$ cat src/rtl/sgdma_pkg.sv
package sgdma_pkg;

    localparam int DW = 32;
    localparam int LEN_W = DW - 1;

    // register byte offsets
    localparam int OFF_CTRL    = 'h00;
    localparam int OFF_ENABLE  = 'h04;
    localparam int OFF_STATUS  = 'h08;
    localparam int OFF_RD_LIST = 'h10;
    localparam int OFF_WR_LIST = 'h14;

    // command codes
    localparam logic [DW-1:0] CMD_CANCEL = 32'd0;
    localparam logic [DW-1:0] CMD_READ   = 32'd1;
    localparam logic [DW-1:0] CMD_WRITE  = 32'd2;
    localparam logic [DW-1:0] CMD_STOP   = 32'd4;

    typedef struct packed {
        logic [DW-1:0]    loc;
        logic [DW-1:0]    host;
        logic [LEN_W-1:0] len;
    } desc_t;

    typedef enum logic [1:0] {
        ST_IDLE  = 2'd0,
        ST_FETCH = 2'd1,
        ST_ISSUE = 2'd2
    } eng_st_e;

endpackage

$ cat src/rtl/sgdma_regs.sv
module sgdma_regs
    import sgdma_pkg::*;
#(
    parameter int REG_AW = 8
) (
    input  logic              clk,
    input  logic              rst_n,
    input  logic              reg_wr,
    input  logic [REG_AW-1:0] reg_addr,
    input  logic [DW-1:0]     reg_wdata,
    output logic [DW-1:0]     reg_rdata,
    input  logic [1:0]        busy,
    input  logic [2:0]        set_err,   // {ll, wr, rd}
    output logic              start_rd,
    output logic              start_wr,
    output logic              abort_cmd,
    output logic [1:0]        en,
    output logic [DW-1:0]     rd_ptr,
    output logic [DW-1:0]     wr_ptr
);

    typedef struct packed {
        logic [1:0]    en;
        logic [2:0]    err;
        logic [DW-1:0] rd_ptr;
        logic [DW-1:0] wr_ptr;
    } regs_t;

    regs_t q, d;

    logic hit_ctrl, hit_en, hit_st, hit_rdl, hit_wrl;

    always_comb begin
        hit_ctrl = reg_wr && (reg_addr == REG_AW'(OFF_CTRL));
        hit_en   = reg_wr && (reg_addr == REG_AW'(OFF_ENABLE));
        hit_st   = reg_wr && (reg_addr == REG_AW'(OFF_STATUS));
        hit_rdl  = reg_wr && (reg_addr == REG_AW'(OFF_RD_LIST));
        hit_wrl  = reg_wr && (reg_addr == REG_AW'(OFF_WR_LIST));

        start_rd  = hit_ctrl && (reg_wdata == CMD_READ);
        start_wr  = hit_ctrl && (reg_wdata == CMD_WRITE);
        abort_cmd = hit_ctrl && ((reg_wdata == CMD_CANCEL) || (reg_wdata == CMD_STOP));

        d = q;
        if (hit_en)  d.en = reg_wdata[1:0];
        if (hit_ctrl && (reg_wdata == CMD_CANCEL)) d.en = 2'b00;
        if (hit_rdl) d.rd_ptr = reg_wdata;
        if (hit_wrl) d.wr_ptr = reg_wdata;
        if (hit_st)  d.err = q.err & ~reg_wdata[4:2];
        d.err = d.err | set_err;

        case (reg_addr)
            REG_AW'(OFF_ENABLE):  reg_rdata = {30'd0, q.en};
            REG_AW'(OFF_STATUS):  reg_rdata = {27'd0, q.err, busy};
            REG_AW'(OFF_RD_LIST): reg_rdata = q.rd_ptr;
            REG_AW'(OFF_WR_LIST): reg_rdata = q.wr_ptr;
            default:              reg_rdata = '0;
        endcase
    end

    always_ff @(posedge clk) begin
        if (!rst_n) q <= '0;
        else        q <= d;
    end

    assign en     = q.en;
    assign rd_ptr = q.rd_ptr;
    assign wr_ptr = q.wr_ptr;


    err_ll_sticky_chk: assert property (@(posedge clk) disable iff (!rst_n)
        (q.err[2] && !(hit_st && reg_wdata[4])) |=> q.err[2]);

    err_rd_sticky_chk: assert property (@(posedge clk) disable iff (!rst_n)
        (q.err[0] && !(hit_st && reg_wdata[2])) |=> q.err[0]);

    stop_keeps_en_chk: assert property (@(posedge clk) disable iff (!rst_n)
        (hit_ctrl && reg_wdata == CMD_STOP) |=> $stable(q.en));

endmodule

$ cat src/rtl/sgdma_desc_bank.sv
module sgdma_desc_bank
    import sgdma_pkg::*;
#(
    parameter int NSETS  = 8,
    parameter int SLOT_W = 3
) (
    input  logic              clk,
    input  logic              rst_n,
    input  logic              we,
    input  logic [SLOT_W-1:0] widx,
    input  desc_t             wdata,
    input  logic [SLOT_W-1:0] ridx,
    output desc_t             rdata
);

    desc_t slot_q [NSETS];

    for (genvar i = 0; i < NSETS; i++) begin : g_slot
        desc_t slot_d;
        always_comb begin
            slot_d = slot_q[i];
            if (we && (widx == SLOT_W'(i))) slot_d = wdata;
        end
        always_ff @(posedge clk) begin
            if (!rst_n) slot_q[i] <= '0;
            else        slot_q[i] <= slot_d;
        end
    end

    always_comb begin
        rdata = '0;
        for (int i = 0; i < NSETS; i++)
            if (ridx == SLOT_W'(i)) rdata = slot_q[i];
    end

endmodule

$ cat src/rtl/sgdma_engine.sv
module sgdma_engine
    import sgdma_pkg::*;
#(
    parameter int WR_SETS = 8,
    parameter int RD_SETS = 1,
    parameter int SLOT_W  = 3
) (
    input  logic              clk,
    input  logic              rst_n,
    input  logic              start_rd,
    input  logic              start_wr,
    input  logic              abort_cmd,
    input  logic [1:0]        en,
    input  logic [DW-1:0]     rd_ptr,
    input  logic [DW-1:0]     wr_ptr,
    output logic              fetch_req,
    output logic [DW-1:0]     fetch_addr,
    input  logic              fetch_ack,
    input  logic [DW-1:0]     fetch_data,
    output logic              bk_we,
    output logic [SLOT_W-1:0] bk_widx,
    output desc_t             bk_wdata,
    output logic [SLOT_W-1:0] bk_ridx,
    output logic              mv_req,
    output logic              mv_dir,
    input  logic              mv_ack,
    output logic [1:0]        busy,
    output logic              done_rd,
    output logic              done_wr,
    output logic [2:0]        err_set    // {ll, wr, rd}
);

    localparam logic [SLOT_W-1:0] WR_LAST = SLOT_W'(WR_SETS - 1);
    localparam logic [SLOT_W-1:0] RD_LAST = SLOT_W'(RD_SETS - 1);

    typedef struct packed {
        eng_st_e           st;
        logic              dir;      // 1 = write (to host)
        logic [DW-1:0]     ptr;
        logic [1:0]        word;
        logic [SLOT_W-1:0] slot;
        logic [SLOT_W-1:0] last_slot;
        logic [DW-1:0]     loc;
        logic [DW-1:0]     host;
        logic              abort;
        logic              done_rd;
        logic              done_wr;
        logic [2:0]        err;
    } eng_t;

    eng_t q, d;
    logic [SLOT_W-1:0] cap_last;
    logic              len_bad;

    always_comb begin
        d = q;
        d.done_rd = 1'b0;
        d.done_wr = 1'b0;
        d.err     = 3'b000;
        fetch_req = 1'b0;
        mv_req    = 1'b0;
        bk_we     = 1'b0;
        bk_wdata  = '0;
        cap_last  = q.dir ? WR_LAST : RD_LAST;
        len_bad   = (fetch_data[LEN_W-1:0] == '0) || (fetch_data[1:0] != 2'b00);

        case (q.st)
            ST_IDLE: begin
                d.abort = 1'b0;
                if (start_rd && en[0]) begin
                    d.st = ST_FETCH; d.dir = 1'b0; d.ptr = rd_ptr;
                    d.word = 2'd0;   d.slot = '0;
                end else if (start_wr && en[1]) begin
                    d.st = ST_FETCH; d.dir = 1'b1; d.ptr = wr_ptr;
                    d.word = 2'd0;   d.slot = '0;
                end
            end
            ST_FETCH: begin
                fetch_req = 1'b1;
                if (abort_cmd) d.abort = 1'b1;
                if (fetch_ack) begin
                    d.ptr  = q.ptr + 32'd4;
                    d.word = q.word + 2'd1;
                    if (q.abort || abort_cmd) begin
                        d.st = ST_IDLE;
                    end else if (q.word == 2'd0) begin
                        d.loc = fetch_data;
                    end else if (q.word == 2'd1) begin
                        d.host = fetch_data;
                    end else begin
                        d.word = 2'd0;
                        if (len_bad) begin
                            d.st = ST_IDLE;
                            if (q.dir) d.err[1] = 1'b1;
                            else       d.err[0] = 1'b1;
                        end else begin
                            bk_we    = 1'b1;
                            bk_wdata = '{loc: q.loc, host: q.host, len: fetch_data[LEN_W-1:0]};
                            if (fetch_data[DW-1]) begin
                                d.last_slot = q.slot;
                                d.slot      = '0;
                                d.st        = ST_ISSUE;
                            end else if (q.slot == cap_last) begin
                                d.err[2] = 1'b1;
                                d.st     = ST_IDLE;
                            end else begin
                                d.slot = q.slot + 1'b1;
                            end
                        end
                    end
                end
            end
            ST_ISSUE: begin
                mv_req = 1'b1;
                if (abort_cmd) d.abort = 1'b1;
                if (mv_ack) begin
                    if (q.abort || abort_cmd) begin
                        d.st = ST_IDLE;
                    end else if (q.slot == q.last_slot) begin
                        d.st = ST_IDLE;
                        if (q.dir) d.done_wr = 1'b1;
                        else       d.done_rd = 1'b1;
                    end else begin
                        d.slot = q.slot + 1'b1;
                    end
                end
            end
            default: d.st = ST_IDLE;
        endcase
    end

    always_ff @(posedge clk) begin
        if (!rst_n) q <= '{st: ST_IDLE, default: '0};
        else        q <= d;
    end

    assign fetch_addr = q.ptr;
    assign bk_widx    = q.slot;
    assign bk_ridx    = q.slot;
    assign mv_dir     = q.dir;
    assign busy       = {q.st != ST_IDLE && q.dir, q.st != ST_IDLE && !q.dir};
    assign done_rd    = q.done_rd;
    assign done_wr    = q.done_wr;
    assign err_set    = q.err;


    fetch_hold_chk: assert property (@(posedge clk) disable iff (!rst_n)
        (fetch_req && !fetch_ack) |=> (fetch_req && $stable(fetch_addr)));

    mv_hold_chk: assert property (@(posedge clk) disable iff (!rst_n)
        (mv_req && !mv_ack) |=> (mv_req && $stable(bk_ridx) && $stable(mv_dir)));

    busy_onehot_chk: assert property (@(posedge clk) disable iff (!rst_n)
        $onehot0(busy));

    done_idle_chk: assert property (@(posedge clk) disable iff (!rst_n)
        (done_rd || done_wr) |-> (busy == 2'b00));

    done_single_chk: assert property (@(posedge clk) disable iff (!rst_n)
        (done_rd || done_wr) |=> !(done_rd || done_wr));

    no_restart_chk: assert property (@(posedge clk) disable iff (!rst_n)
        (busy != 2'b00 && !(mv_req && mv_ack) && !(fetch_req && fetch_ack)) |=> $stable(mv_dir));

endmodule

$ cat src/rtl/sgdma_ctrl.sv
module sgdma_ctrl
    import sgdma_pkg::*;
#(
    parameter int REG_AW  = 8,
    parameter int WR_SETS = 8,
    parameter int RD_SETS = 1
) (
    input  logic              clk,
    input  logic              rst_n,
    input  logic              reg_wr,
    input  logic [REG_AW-1:0] reg_addr,
    input  logic [31:0]       reg_wdata,
    output logic [31:0]       reg_rdata,
    output logic              fetch_req,
    output logic [31:0]       fetch_addr,
    input  logic              fetch_ack,
    input  logic [31:0]       fetch_data,
    output logic              mv_req,
    output logic              mv_to_host,
    output logic [31:0]       mv_local_addr,
    output logic [31:0]       mv_host_addr,
    output logic [30:0]       mv_bytes,
    input  logic              mv_ack,
    output logic              rd_done,
    output logic              wr_done,
    output logic              err_pulse
);

    localparam int NSETS  = (WR_SETS > RD_SETS) ? WR_SETS : RD_SETS;
    localparam int SLOT_W = (NSETS > 1) ? $clog2(NSETS) : 1;

    logic              start_rd, start_wr, abort_cmd;
    logic [1:0]        en, busy;
    logic [DW-1:0]     rd_ptr, wr_ptr;
    logic [2:0]        err_set;
    logic              bk_we;
    logic [SLOT_W-1:0] bk_widx, bk_ridx;
    desc_t             bk_wdata, bk_rdata;

    sgdma_regs #(.REG_AW(REG_AW)) u_regs (
        .clk, .rst_n, .reg_wr, .reg_addr, .reg_wdata, .reg_rdata,
        .busy, .set_err(err_set), .start_rd, .start_wr, .abort_cmd,
        .en, .rd_ptr, .wr_ptr
    );

    sgdma_engine #(.WR_SETS(WR_SETS), .RD_SETS(RD_SETS), .SLOT_W(SLOT_W)) u_eng (
        .clk, .rst_n, .start_rd, .start_wr, .abort_cmd, .en, .rd_ptr, .wr_ptr,
        .fetch_req, .fetch_addr, .fetch_ack, .fetch_data,
        .bk_we, .bk_widx, .bk_wdata, .bk_ridx,
        .mv_req, .mv_dir(mv_to_host), .mv_ack,
        .busy, .done_rd(rd_done), .done_wr(wr_done), .err_set
    );

    sgdma_desc_bank #(.NSETS(NSETS), .SLOT_W(SLOT_W)) u_bank (
        .clk, .rst_n, .we(bk_we), .widx(bk_widx), .wdata(bk_wdata),
        .ridx(bk_ridx), .rdata(bk_rdata)
    );

    assign mv_local_addr = bk_rdata.loc;
    assign mv_host_addr  = bk_rdata.host;
    assign mv_bytes      = bk_rdata.len;
    assign err_pulse     = |err_set;


    mv_needs_busy_chk: assert property (@(posedge clk) disable iff (!rst_n)
        mv_req |-> (busy != 2'b00));

    fetch_before_burst_chk: assert property (@(posedge clk) disable iff (!rst_n)
        mv_req |-> !fetch_req);

endmodule

$ cat config.mk
export PLATFORM = sky130hd
export DESIGN_NAME = sgdma_ctrl
export DESIGN_NICKNAME = d
export VERILOG_FILES = /design/src/rtl/sgdma_pkg.sv /design/src/rtl/sgdma_regs.sv /design/src/rtl/sgdma_desc_bank.sv /design/src/rtl/sgdma_engine.sv /design/src/rtl/sgdma_ctrl.sv
export SDC_FILE = /design/constraint.sdc
export NUM_CORES = 2
export LEC_CHECK = 0
export ABC_AREA = 1
export BUFFER_PORTS_ARGS = -buffer_cell sky130_fd_sc_hd__buf_2
export CAP_MARGIN = 20
export CORE_ASPECT_RATIO = 1.4
export CORE_UTILIZATION = 55
export DETAILED_ROUTE_END_ITERATION = 7
export HOLD_SLACK_MARGIN = 0.02
export PLACE_DENSITY = 0.82
export SLEW_MARGIN = 40
export SYNTH_ARGS = -nofsm -noshare
export SYNTH_HDL_FRONTEND = slang
export SYNTH_HIERARCHICAL = 1
export SYNTH_SLANG_ARGS = --single-unit
export TNS_END_PERCENT = 10
$ cat constraint.sdc
create_clock -name clk -period 3.58 [get_ports clk]
set_clock_uncertainty 0.2 [all_clocks]
set_input_delay 0.716 -clock clk [delete_from_list [all_inputs] [get_ports clk]]
set_output_delay 0.716 -clock clk [all_outputs]
set_load 0.05 [all_outputs]
==> results by group <==
Drt
  • DR iter-0 viols: 5178
  • 1st-pass router iterations: 6
  • Routed WL per cell: 20.0 µm
  • Final wirelength: 145000 µm
  • Post-route ant nets: 0
  • DR vias/cell: 6.03
  • Remaining DRCs: 0
  • Vias: 43600

Logic synthesis
  • Distinct cells, synth: between 40 and 50
  • Cells after synthesis: about 6100
  • Top FF cell, synth: dfxtp_1
  • Async set-reset flop share out of synthesis: 0%
  • Synth warn: 6
  • Flops & latches, synth: 942
  • Syn_area_per_cell: 6.92 µm²
  • EDFF count, synth: 0
  • Mapped Area: 42400 µm²
  • Post-synthesis sequential area ratio: 44.5%

Floorplan
  • Die Footprint: 78200 µm²
  • Core Area: approximately 76000 µm²
  • Chip width: approximately 240 µm
  • Initial Util: 55.5%
  • Std cell rows: 120
  • DIE HEIGHT: 331 µm
  • IO Pins: 242

Final layout
  • Final core utilization: 64.1%
  • Finished Cell Area: roughly 49000 µm²
  • Nets: 6263
  • Ratio of cells with drive above 1 in the final layout: 12.1%
  • Syn-to-layout area delta: 15.6%
  • Number of fill cells: 6411

Clocking
  • Clock-pin slew on the worst setup and hold paths: approximately 0.070 ns
  • Max Root-Sink Buffers: 3
  • CTS tree: yes
  • Clock sinks: 942
  • Clock Latency Late Sink: roughly 0.68 ns
  • CTS H-tree lvls: 3
  • Post-CTS Hold Fix Bufs: 0
  • Root Driver: clkbuf_16
  • CTS buffer count: 89

Status
  • Status: finished clean

Critical path
  • Critical Path, Cell by Cell: nor2_4 -> buf_12 -> buf_6 -> nand3_1 -> nand4_1 -> nor2_1 -> nand4_1 -> buf_4
  • Critical path's most frequent cell: nand4_1
  • Crit path buf inv count: 3
  • Startpoint types: register
  • Top Family by Delay on Critical Path: buffers and inverters
  • Number of cells on the critical path: 8
  • CP arrival: 2.66 ns
  • R2r endpoint: u_bank/slot_q[0][357]$_SDFFE_PN0P_
  • Worst R2R Start: u_eng/q[76]$_SDFFE_PN0P_
  • R2R cell count: 14
  • Slowest CP cell: dfxtp_4
  • Classification of the worst setup path: register to output pin
  • CP peak stage delay: around 0.4 ns
  • CP max FO: 25
  • Critical Path RT: 2.66 ns
  • Crit path capture type: output pin
  • Reg2Reg Setup Slack: ~0.63 ns

Timing
  • Final setup fails: 0
  • Hold Fails Final Rpt: 0
  • Final slew viol count: 0
  • Fmax: 279 MHz
  • Final setup margin: 0.000166 ns
  • RSZ-0062 raised after global routing: yes
  • Final Cycle Share: ~100%
  • Setup TNS: 0 ns
  • Slew HR: about 49%
  • Slew at the pin with the worst max-slew slack: roughly 0.77 ns
  • Post-route minimum period: 3.58 ns

Hold path
  • Hold worst-path end: u_regs/wr_ptr[9]$_SDFFE_PN0P_
  • WHS Path Cells: 3
  • Min-delay worst type: primary input to register
  • Min-delay src: reg_wdata[9]

Power and ir drop
  • Leak Pwr: 19.8 nW
  • Worst vdd ir: around 600 µV
  • Power per Cell Area: 531 nW/µm²

Global routing
  • Busiest grt layer: met2
  • Initial antenna violation count: 9
  • Met2 Usage GRT: 59.4%
  • Vias in the first global route: 41100
  • Grt met3 use: 8.92%
  • GRT Total Usage: 35.8%
  • Met1 Usage GRT: 40.4%
  • First-pass GRT wire length: 222000 µm
  • Largest net degree at the start of global routing: 124
  • Total congestion overflow: 0

Place
  • Cell Area, Placed: 45700 µm²
  • Final GP Congestion: 0.913
  • Detailed-placement wirelength estimate: 83300 µm
  • DP Worst Slack: -0.215 ns
  • PortBufs: 241

Run
  • MaxCap Viol Count: 0
stage by stage:
| stage | hold WS, ns | instances | total power [mW] |
|---|---|---|---|
| after floorplan | 0.230 | 6132 | 14.4 |
| after global placement | 0.237 | 7049 | 15.8 |
| after detailed placement | 0.242 | 7049 | 15.9 |
| after CTS | 0.0766 | 7222 | 25.8 |
| after global routing | 0.100 | 7227 | 26.8 |
| final | 0.0901 | 7233 | 26.0 |
final cells by class:
cell class	instances	area, µm²	area share (%)
Multi-Input combinational cell	4298	19600	39.9
Sequential cell	942	18900	38.5
Timing Repair Buffer	539	5130	10.5
Clock buffer	128	2560	5.23
Tap cell	976	1220	2.49
Inverter	307	1190	2.42
Clock inverter	37	464	0.947
Antenna cell	6	15.0	0.0306
routing by layer:
metal,up-vias,part of all wire (%)
met4,14,7.0
met5,-,0.064
met2,2657,46
met3,646,12
li1,20200,-
met1,20100,35
cell usage in the layout (no fill, tap or decap), drive strengths merged:
master / Yosys / layout
nand3b: 1 / 1
nand4: 491 / 491
a31oi: 15 / 15
o21ai: 965 / 965
nor3b: 2 / 2
o221ai: 1 / 1
diode: 0 / 6
clkbuf: 289 / 129
o211ai: 11 / 11
bufinv: 0 / 9
a211oi: 2 / 2
o31ai: 1 / 1
conb: 1 / 2
nor2: 1915 / 1915
o21bai: 2 / 2
a22oi: 1 / 1
xnor2: 3 / 3
a21oi: 199 / 199
dfxtp: 942 / 942
nand3: 141 / 141
clkinv: 2 / 26
nor3: 12 / 12
o22a: 1 / 1
bufbuf: 0 / 4
clkinvlp: 0 / 5
a21o: 1 / 1
nand2: 517 / 517
nor4: 3 / 3
ha: 9 / 9
buf: 296 / 534
inv: 305 / 304
or2: 3 / 3
registers in the layout, indices dropped and copies added (netlist names):
| register | count |
|---|---|
| u_eng/err_set | 3 |
| u_eng/done_wr | 1 |
| u_regs/rd_ptr | 32 |
| u_regs/en | 2 |
| u_eng/mv_dir | 1 |
| u_regs/wr_ptr | 32 |
| u_bank/slot_q | 760 |
| u_regs/q | 3 |
| u_eng/q | 72 |
| u_eng/done_rd | 1 |
| u_eng/bk_ridx | 3 |
| u_eng/fetch_addr | 32 |
power breakdown:
part | total, mW | internal (mW) | switching [mW]
combinational | 5.07 | 1.29 | 3.78
sequential | 11.0 | 10.8 | 0.283
clock | 9.89 | 5.66 | 4.23
total | 26.0 | 17.7 | 8.29
worst max-delay path by stage:
stage | startpoint | endpoint
after CTS | u_eng/bk_ridx[0]$_SDFFE_PN0P_ | mv_local_addr[29]
after detailed placement | reg_wdata[25] | u_bank/slot_q[1][64]$_SDFFE_PN0P_
after floorplan | reg_wr | u_bank/slot_q[1][89]$_SDFFE_PN0P_
after global routing | u_eng/bk_ridx[2]$_SDFFE_PN0P_ | mv_local_addr[29]
after global placement | reg_wdata[27] | u_bank/slot_q[1][79]$_SDFFE_PN0P_
final | u_eng/bk_ridx[1]$_SDFFE_PN0P_ | mv_local_addr[28]
timing repair:
item	4_1_cts	5_1_grt
gates cloned	4	0
pin swaps	2	3
setup endpoints to repair	93	88
setup buffers	4	5
gates resized for setup	25	4
tightest hold or removal path, cell delays in order:
cell and delay (ns):
buf_2 0.09, nor2_1 0.04, nor2_1 0.08
synth_stat cells, types with 2 or more instances:
library cell / n / area [µm²]
inv_1: 286 / 1070
buf_1: 21 / 78.8
or2_2: 2 / 12.5
nor3_2: 3 / 30.0
a31oi_1: 15 / 93.8
nand2_4: 3 / 33.8
nand3_4: 2 / 35.0
dfxtp_1: 942 / 18900
buf_6: 14 / 158
nand4_1: 491 / 3070
o21ai_1: 97 / 485
nor3b_1: 2 / 15.0
a211oi_1: 2 / 15.0
nor2_4: 10 / 113
inv_2: 19 / 71.3
xnor2_1: 3 / 26.3
o21ai_0: 868 / 4340
nand3_1: 133 / 666
nor4_1: 3 / 18.8
nand3_2: 6 / 60.1
clkbuf_1: 289 / 1080
ha_1: 9 / 113
nor2_2: 11 / 68.8
nand2_1: 508 / 1910
buf_4: 116 / 871
buf_2: 145 / 726
o21bai_1: 2 / 15.0
a21oi_1: 199 / 996
nand2_2: 6 / 37.5
nor3_1: 9 / 45.0
nor2_1: 1893 / 7110
o211ai_1: 11 / 82.6
logic make-up (layout without fill, tap and decap cells):
logic type / Yosys count / in the layout / synth area share [%]
flops: 942 / 942 / 44.5
compound gates: 1199 / 1199 / 14.3
buf+inv: 892 / 1011 / 9.60
xor+xnor: 3 / 3 / 0.0620
simple gates: 3085 / 3085 / 31.3
fa+ha+maj: 9 / 9 / 0.266
other cells: 1 / 8 / 0.00884
(Power assumes the default switching activity.)
